===== config.mk =====
export PLATFORM = sky130hd
export DESIGN_NAME = ccChannel
export DESIGN_NICKNAME = d
export VERILOG_FILES = /design/src/rtl/ccChanPkg.sv /design/src/rtl/ccChanCtrl.sv /design/src/rtl/ccChanDatapath.sv /design/src/rtl/ccChannel.sv
export SDC_FILE = /design/constraint.sdc
export NUM_CORES = 1
export LEC_CHECK = 0
export ABC_AREA = 1
export CELL_PAD_IN_SITES_DETAIL_PLACEMENT = 0
export CELL_PAD_IN_SITES_GLOBAL_PLACEMENT = 1
export CORE_MARGIN = 5
export CORE_UTILIZATION = 40
export DETAILED_ROUTE_END_ITERATION = 10
export DONT_BUFFER_PORTS = 1
export GPL_ROUTABILITY_DRIVEN = 0
export HOLD_SLACK_MARGIN = 0.06
export PLACE_DENSITY_LB_ADDON = 0.1
export SLEW_MARGIN = 20
export SYNTH_ARGS = -nofsm -noshare
export SYNTH_HDL_FRONTEND = slang
export SYNTH_SLANG_ARGS = --single-unit

===== constraint.sdc =====
create_clock -name clk -period 4 [get_ports clk]
set_clock_uncertainty 0.15 [all_clocks]
set_input_delay 0.2 -clock clk [delete_from_list [all_inputs] [get_ports clk]]
set_output_delay 0.2 -clock clk [all_outputs]
set_load 0.01 [all_outputs]

===== src/rtl/ccChanPkg.sv =====
`timescale 1ns/1ps
package ccChanPkg;
  typedef enum logic [1:0] {
    MODE_OFF     = 2'd0,
    MODE_CAPTURE = 2'd1,
    MODE_COMPARE = 2'd2,
    MODE_RSVD    = 2'd3
  } ccMode_e;

  typedef enum logic [1:0] {
    ACT_PULSE  = 2'd0,
    ACT_TOGGLE = 2'd1,
    ACT_CLEAR  = 2'd2,
    ACT_SET    = 2'd3
  } ccAction_e;

  typedef enum logic [1:0] {
    EDGE_RISE = 2'd0,
    EDGE_FALL = 2'd1,
    EDGE_BOTH = 2'd2,
    EDGE_NONE = 2'd3
  } ccEdge_e;

  typedef struct packed {
    logic pinPulse;
    logic pinToggle;
    logic pinClear;
    logic pinSet;
    logic capture;
    logic evt;
  } ccStrobe_t;
endpackage


===== src/rtl/ccChanCtrl.sv =====
`timescale 1ns/1ps
module ccChanCtrl
  import ccChanPkg::*;
#(
  parameter int CNT_W = 32,
  parameter int PRE_W = 15
) (
  input  logic             clk,
  input  logic             rstN,
  input  logic [1:0]       cfgMode,
  input  logic [1:0]       cfgAction,
  input  logic             cfgBase,
  input  logic [1:0]       cfgEdge,
  input  logic [CNT_W-1:0] cmpValue,
  input  logic [CNT_W-1:0] mainCount,
  input  logic [PRE_W-1:0] preCount,
  input  logic             mainTick,
  input  logic             preTick,
  input  logic             capIn,
  output ccStrobe_t        strb
);
  localparam int LOW_W  = CNT_W - PRE_W;
  localparam int PIPE_W = 3;

  logic [PIPE_W-1:0] capPipe;
  logic [CNT_W-1:0]  combined;
  logic              syncLvl, prevLvl, riseSeen, fallSeen, edgeHit;
  logic              isCompare, isCapture, matchMain, matchComb, match;

  // two synchroniser flops plus one history flop for edge detection
  always_ff @(posedge clk or negedge rstN) begin
    if (!rstN) capPipe <= '0;
    else       capPipe <= {capPipe[PIPE_W-2:0], capIn};
  end

  assign syncLvl  = capPipe[1];
  assign prevLvl  = capPipe[2];
  assign riseSeen = syncLvl & ~prevLvl;
  assign fallSeen = ~syncLvl & prevLvl;

  always_comb begin
    unique case (ccEdge_e'(cfgEdge))
      EDGE_RISE: edgeHit = riseSeen;
      EDGE_FALL: edgeHit = fallSeen;
      EDGE_BOTH: edgeHit = riseSeen | fallSeen;
      default:   edgeHit = 1'b0;
    endcase
  end

  assign combined  = {mainCount[LOW_W-1:0], preCount};
  assign isCompare = (cfgMode == MODE_COMPARE);
  assign isCapture = (cfgMode == MODE_CAPTURE);
  assign matchMain = !cfgBase && mainTick && (mainCount == cmpValue);
  assign matchComb = cfgBase && preTick && (combined == cmpValue);
  assign match     = isCompare && (matchMain || matchComb);

  always_comb begin
    strb           = '0;
    strb.pinPulse  = match && (cfgAction == ACT_PULSE);
    strb.pinToggle = match && (cfgAction == ACT_TOGGLE);
    strb.pinClear  = match && (cfgAction == ACT_CLEAR);
    strb.pinSet    = match && (cfgAction == ACT_SET);
    strb.capture   = isCapture && edgeHit;
    strb.evt       = match || (isCapture && edgeHit);
  end

  assert_off_quiet_R1: assert property (@(posedge clk) disable iff (!rstN)
    (cfgMode == MODE_OFF || cfgMode == MODE_RSVD) |-> !strb.evt);

  assert_step_gate_R4: assert property (@(posedge clk) disable iff (!rstN)
    (cfgMode == MODE_COMPARE && !mainTick && !preTick) |-> !strb.evt);

  assert_one_action_R7: assert property (@(posedge clk) disable iff (!rstN)
    $onehot0({strb.pinPulse, strb.pinToggle, strb.pinClear, strb.pinSet}));

  assert_edge_none_R9: assert property (@(posedge clk) disable iff (!rstN)
    (cfgEdge == EDGE_NONE) |-> !strb.capture);
endmodule


===== src/rtl/ccChanDatapath.sv =====
`timescale 1ns/1ps
module ccChanDatapath
  import ccChanPkg::*;
#(
  parameter int CNT_W = 32
) (
  input  logic             clk,
  input  logic             rstN,
  input  ccStrobe_t        strb,
  input  logic [CNT_W-1:0] mainCount,
  output logic             cmpOut,
  output logic [CNT_W-1:0] capValue,
  output logic             eventFlag
);
  logic             pinQ, pinNext, pulseHeld;
  logic [CNT_W-1:0] capQ;
  logic             flagQ;
  logic             anyPinStrb;

  assign anyPinStrb = strb.pinPulse | strb.pinToggle | strb.pinClear | strb.pinSet;

  always_comb begin
    pinNext = pinQ;
    if (pulseHeld)      pinNext = 1'b0;
    if (strb.pinToggle) pinNext = ~pinNext;
    if (strb.pinClear)  pinNext = 1'b0;
    if (strb.pinSet)    pinNext = 1'b1;
    if (strb.pinPulse)  pinNext = 1'b1;
  end

  always_ff @(posedge clk or negedge rstN) begin
    if (!rstN) begin
      pinQ      <= 1'b0;
      pulseHeld <= 1'b0;
      capQ      <= '0;
      flagQ     <= 1'b0;
    end else begin
      pinQ      <= pinNext;
      pulseHeld <= strb.pinPulse;
      flagQ     <= strb.evt;
      if (strb.capture) capQ <= mainCount;
    end
  end

  assign cmpOut    = pinQ;
  assign capValue  = capQ;
  assign eventFlag = flagQ;

  assert_flag_rise_R2: assert property (@(posedge clk) disable iff (!rstN)
    strb.evt |=> eventFlag);

  assert_flag_quiet_R2: assert property (@(posedge clk) disable iff (!rstN)
    !strb.evt |=> !eventFlag);

  assert_pulse_width_R5: assert property (@(posedge clk) disable iff (!rstN)
    (cmpOut && pulseHeld && !strb.pinSet && !strb.pinToggle && !strb.pinPulse)
      |=> !cmpOut);

  assert_pin_hold_R1: assert property (@(posedge clk) disable iff (!rstN)
    (!pulseHeld && !anyPinStrb) |=> $stable(cmpOut));

  assert_cap_hold_R8: assert property (@(posedge clk) disable iff (!rstN)
    !strb.capture |=> $stable(capValue));
endmodule


===== src/rtl/ccChannel.sv =====
`timescale 1ns/1ps
module ccChannel
  import ccChanPkg::*;
#(
  parameter int CNT_W = 32,
  parameter int PRE_W = 15
) (
  input  logic             clk,
  input  logic             rstN,
  input  logic [1:0]       cfgMode,
  input  logic [1:0]       cfgAction,
  input  logic             cfgBase,
  input  logic [1:0]       cfgEdge,
  input  logic [CNT_W-1:0] cmpValue,
  input  logic [CNT_W-1:0] mainCount,
  input  logic [PRE_W-1:0] preCount,
  input  logic             mainTick,
  input  logic             preTick,
  input  logic             capIn,
  output logic             cmpOut,
  output logic [CNT_W-1:0] capValue,
  output logic             eventFlag
);
  ccStrobe_t strb;

  ccChanCtrl #(.CNT_W(CNT_W), .PRE_W(PRE_W)) i_ctrl (
    .clk(clk), .rstN(rstN),
    .cfgMode(cfgMode), .cfgAction(cfgAction), .cfgBase(cfgBase), .cfgEdge(cfgEdge),
    .cmpValue(cmpValue), .mainCount(mainCount), .preCount(preCount),
    .mainTick(mainTick), .preTick(preTick), .capIn(capIn),
    .strb(strb)
  );

  ccChanDatapath #(.CNT_W(CNT_W)) i_data (
    .clk(clk), .rstN(rstN), .strb(strb), .mainCount(mainCount),
    .cmpOut(cmpOut), .capValue(capValue), .eventFlag(eventFlag)
  );

  assert_reset_low_R10: assert property (@(posedge clk)
    !rstN |-> (!cmpOut && !eventFlag && capValue == '0));
endmodule


Yosys cells after proc, flatten, opt, wreduce, memory -nomap -nowiden --
Index checks and enable logic that the tools add are counted.
Storage, ports and cells: ROM bits 0, flip-flop bits (word level) 38, memories 0, latch bits 0, word-level logic and storage cells 41, memory bits (writable) 0, input port bits 91
Cells by class: reduce and logical (&&, ||, !) cells 15, div/mod/pow operators 0, multipliers 0, bitwise gates (word level) 6, order comparisons 0, multiplexer cells 6, equal/unequal tests 9, shifts and indexed selects 0, add/sub/neg operators 0
Operators by type and width (count):
- 32-bit == test | 2
- 1-bit logical AND | 10
- 2-bit == test (second input constant) | 4
- 2-bit by 1-bit == test with 1-bit output (second input constant) | 3
- 1-bit two-way mux | 5
- 2-bit zero test | 2
- 1-bit NOT | 3
- 1-bit case mux with 3 select lines | 1
- 1-bit AND | 2
- 1-bit logical OR | 2
- 1-bit zero test | 1
- 1-bit OR | 1

Depth between registers and ports, before layout --
word-level depth 10, depth in mapped cells 13, depth with buffers taken out 13

Cells and area by module --
A second synthesis with hierarchy kept.
Unflattened totals: cell total of the unflattened synthesis 429, area total of the unflattened synthesis 2830.2 um^2
By module, submodules not included:
- ccChanDatapath | seq. area each 875.8 um^2, cells an instance 147, area an instance 1525.2 um^2, times used 1
- ccChanCtrl | seq. area each 75.1 um^2, cells an instance 282, area an instance 1305.0 um^2, times used 1

Worst setup path before layout --
Ideal clock, no wire load.
path type flip-flop to flip-flop, from register i_ctrl.capPipe[1], to register i_data.capQ[19] (netlist: i_data.capValue[19]), period minus slack after synthesis 1.695 ns, stages on the path, launching flop included 7, path buffers 1, data arrival time 1.420 ns, setup time 0.125 ns, setup slack 2.305 ns, required time 3.725 ns, cell sequence dfrtp_1 inv_1 ha_1 a21oi_2 o311ai_4 buf_6 mux2_4
Between the ends: word-level cells in the longest chain between the ends 5, elaborated cells between the ends (all ways) 6
RTL lines:
- from (decl) | RTL line ccChanCtrl.sv:25 | logic [PIPE_W-1:0] capPipe;
- from (signal assigned) | RTL line ccChanCtrl.sv:33 | else capPipe <= {capPipe[PIPE_W-2:0], capIn};
- 1-bit NOT | RTL line ccChanCtrl.sv:39 | assign fallSeen = ~syncLvl & prevLvl;
- 1-bit AND | RTL line ccChanCtrl.sv:39
- 1-bit OR | RTL line ccChanCtrl.sv:45 | EDGE_BOTH: edgeHit = riseSeen | fallSeen;
- 1-bit case mux with 3 select lines * | RTL line ccChanCtrl.sv:42 | unique case (ccEdge_e'(cfgEdge))
- 1-bit logical AND * | RTL line ccChanCtrl.sv:63 | strb.capture = isCapture && edgeHit;
- to (signal assigned) | RTL line ccChanDatapath.sv:41 | if (strb.capture) capQ <= mainCount;
- to (decl) | RTL line ccChanDatapath.sv:16 | logic [CNT_W-1:0] capQ;
Every way passes the cells marked *; elsewhere a longest branch is shown, timed or not. A chain may end at the register's enable or synchronous reset.

Final worst setup path --
from input port cfgAction[0], to register i_data.pinQ (netlist: i_data.cmpOut)
Between the ends: word-level cells in the longest chain between the ends 6, elaborated cells between the ends (all ways) 12
RTL lines:
- from (decl) | RTL line ccChannel.sv:11 | input logic [1:0] cfgAction,
- 2-bit by 1-bit == test with 1-bit output | RTL line ccChanCtrl.sv:60 | strb.pinToggle = match && (cfgAction == ACT_TOGGLE);
- 1-bit logical AND | RTL line ccChanCtrl.sv:60
- 1-bit two-way mux | RTL line ccChanDatapath.sv:25 | if (strb.pinToggle) pinNext = ~pinNext;
- 1-bit two-way mux | RTL line ccChanDatapath.sv:26 | if (strb.pinClear) pinNext = 1'b0;
- 1-bit two-way mux | RTL line ccChanDatapath.sv:27 | if (strb.pinSet) pinNext = 1'b1;
- 1-bit two-way mux * | RTL line ccChanDatapath.sv:28 | if (strb.pinPulse) pinNext = 1'b1;
- via i_data.pinNext | RTL line ccChanDatapath.sv:15 | logic pinQ, pinNext, pulseHeld;
- to (signal assigned) | RTL line ccChanDatapath.sv:38 | pinQ <= pinNext;
- to (decl) | RTL line ccChanDatapath.sv:15
Mark *: on every way through the listed nets, which the timed path passes. The rest lies on a longest branch.

==> results.py <==
metrics = {
    "run_status": {
        "status": "finished clean",
    },
    "timing": {
        "worst_pin_slew_ns": 0.557,
        "setup_viol": 0,
        "slew-limit-headroom_pct": 62.9,
        "fin_tns_setup_ns": 0,
        "rsz0062_at_grt": "no",
        "slew_viol_final": 0,
        "layout_min_cycle_time_ns": 2.33,
        "fmax_mhz": 429,
        "fin_crit_sh_pct": 58.3,
        "hold_viol": 0,
    },
    "placement": {
        "hpwlAfterDp_mm": 6.33,
        "io_buffers": 0,
    },
    "die": {
        "dieArea_sq_um": 8230,
        "initial_core_util_pct": 41.1,
        "rows": 29,
        "pin_count": 125,
        "core_sq_um": 6350,
        "die_h_um": 90.7,
        "die_w_um": 90.7,
    },
    "synth": {
        "yosys.area.top_type": "dfrtp_1",
        "synth_edf_count": 0,
        "synthTopCellsByArea": "dfrtp_1 36%, nand2_1 24%, inv_1 12%",
        "synth_seq_cells": 38,
        "yosysSeqAreaShare_pct": 36.5,
        "synth_cells": 399,
        "ys_warn_count": 0,
        "avgSynthCellArea_sq_um": 6.54,
        "ys.flop_type": "dfrtp_1",
        "async_flop_share_pct": 100,
        "syn_nets": 492,
        "syn_area_sq_um": 2610,
        "yosysMostFrequentCell": "nand2_1",
        "synthTopCellsByCount": "169 x nand2_1, 83 x inv_1, 38 x dfrtp_1",
        "synth_top_area_share_pct": 36.5,
        "yosysUniqueCellTypes": 22,
    },
    "power": {
        "ir_worst_vdd_v": 0.000235,
        "cellPowerDensity_nw_per_um2": 345,
        "total_leakage_power_uw": 0.00180,
    },
    "cts": {
        "cts_tree": "built",
        "htree_levels": 2,
        "cts_sinks": 38,
        "numCtsBuffers": 5,
        "clk_pin_slew_worst_paths_ns": 0.07,
        "worstSkewPairLatency_ns": 0.29,
        "root_buffer": "clkbuf_8",
        "cts_setup_buffers": 0,
        "cts_buffer_depth": 2,
    },
    "hold_path": {
        "hold_path.class": "reg2reg",
    },
    "global_routing": {
        "grt_remaining_overflow": 0,
        "grt_pass1_wl_mm": 12.9,
        "grt_pass1_vias": 2536,
        "grt_max_degree": 60,
        "antenna_found_initial": 0,
        "track_usage_pct": 19.6,
    },
    "cells_and_area": {
        "final_util_pct": 50.4,
        "diodes": 0,
        "drive_gt1_share_pct": 4.06,
        "area_delta_synth_final_pct": 22.6,
        "layout.nets": 535,
    },
    "detailed_routing": {
        "post_drt_wl_per_cell_um": 15.5,
        "vias": 2447,
        "vias_per_cell": 4.71,
        "drtAntennaViolNets": 0,
        "finalWirelength_mm": 8.05,
        "drt_pass1_iterations": 4,
        "drcViolationCount": 0,
        "drt_iter0_markers": 79,
    },
    "critical_path": {
        "rrSetupSlack_ns": 2.01,
        "crit_fanout": 2,
        "worstSetupStartpointType": "primary input",
        "crit_type": "in2reg",
        "required_ns": 4.08,
        "end_kind": "flop",
        "worstPathArrival_ns": 2.41,
    },
    "flow_run": {
        "cap_violations": 0,
    },
}
worst paths after layout:
path                                        startpoint                         endpoint  cells past startpoint
setup / recovery                          cfgAction[0]          i_data.cmpOut$_DFF_PN0_                      7
hold / removal             i_ctrl.capPipe[0]$_DFF_PN0_      i_ctrl.capPipe[1]$_DFF_PN0_                      0
setup reg to reg           i_ctrl.capPipe[1]$_DFF_PN0_  i_data.capValue[19]$_DFFE_PN0P_                      6
hold reg to reg            i_ctrl.capPipe[0]$_DFF_PN0_      i_ctrl.capPipe[1]$_DFF_PN0_                      0
max in group asynchronous                         rstN   i_data.capValue[7]$_DFFE_PN0P_                      2
min in group asynchronous                         rstN  i_data.capValue[15]$_DFFE_PN0P_                      2
per-stage QoR:
stage          std cells  area (sq um)  worst slack (ns)  hold slack, ns  power (uW)
2_1_floorplan        399          2610              2.31          -0.246         703
3_3_place_gp         471          2670              2.07          -0.244         748
3_5_place_dp         471          2670              1.99          -0.244         755
4_1_cts              520          3200              1.74           0.204        1120
5_1_grt              520          3200              1.58           0.220        1170
6_report             520          3200              1.67           0.201        1100
sequential cells by signal, summed over array words and instances (netlist names):
name,cells
i_data.cmpOut,1
i_data.pulseHeld,1
i_data.eventFlag,1
i_ctrl.capPipe,3
i_data.capValue,32
routing by layer:
metal  track usage [%]  part of all wire (%)  wire, um  vias up
li1                  -                     -         -     1265
met2              34.0                    49      3970       99
met4              4.71                   1.6       125        0
met3              6.00                   9.2       739       12
met5                 0                     0         0        -
met1              23.6                    40      3220     1071
timing repair:
| item | CTS | global route |
|---|---|---|
| gates resized for setup | 0 | 0 |
| hold buffers | 41 | 0 |
| endpoints found under the hold margin | 74 | 0 |
cells by family (layout without fill, tap and decap cells):
group,Yosys count,count (layout),share of synthesized area (%)
flops,38,38,36.5
xor+xnor,18,18,6.05
buf+inv,90,134,13.6
simple gates,207,207,30.4
compound gates,38,38,9.02
fa+ha+maj,2,2,0.960
mux,6,6,3.46
report_power, final:
group	switching (uW)	total, uW	leakage, uW	internal, uW
registers	95.1	557	0.000473	462
logic	109	226	0.00127	117
clock network	133	320	0.0000524	187
total	337	1100	0.00180	766
cell type report:
type	instances	area, sq um
Fill cell	650	3150
Multi-Input combinational cell	271	1300
Sequential cell	38	951
Timing Repair Buffer	42	428
Inverter	84	315
Tap cell	77	96.3
Clock buffer	7	76.3
Clock inverter	1	30.0
critical path, stage by stage:
cell and delay [ns]:
dlygate4sd3_1 0.57, or2_2 0.28, dlygate4sd3_1 0.57, nand2_1 0.08
nand3_1 0.07, dlygate4sd3_1 0.56, nand2_1 0.07
placed cells by master, fill, tap and decap left out:
| cell type | n |
|---|---|
| xor2_1 | 2 |
| a21oi_2 | 1 |
| nand3_1 | 5 |
| or2_2 | 1 |
| nand2_1 | 169 |
| nor2_1 | 29 |
| inv_1 | 83 |
| o21ai_2 | 1 |
| clkbuf_8 | 5 |
| nand4_1 | 3 |
| o21ai_0 | 27 |
| buf_4 | 1 |
| o31ai_1 | 1 |
| clkbuf_1 | 2 |
| o22ai_1 | 5 |
| dfrtp_1 | 38 |
| bufinv_16 | 1 |
| o311ai_4 | 1 |
| ha_1 | 2 |
| dlygate4sd3_1 | 40 |
| buf_12 | 1 |
| clkinv_1 | 1 |
| o221ai_1 | 2 |
| xnor2_1 | 16 |
| mux2_4 | 6 |
No activity file was read; power rests on OpenSTA's default activity.
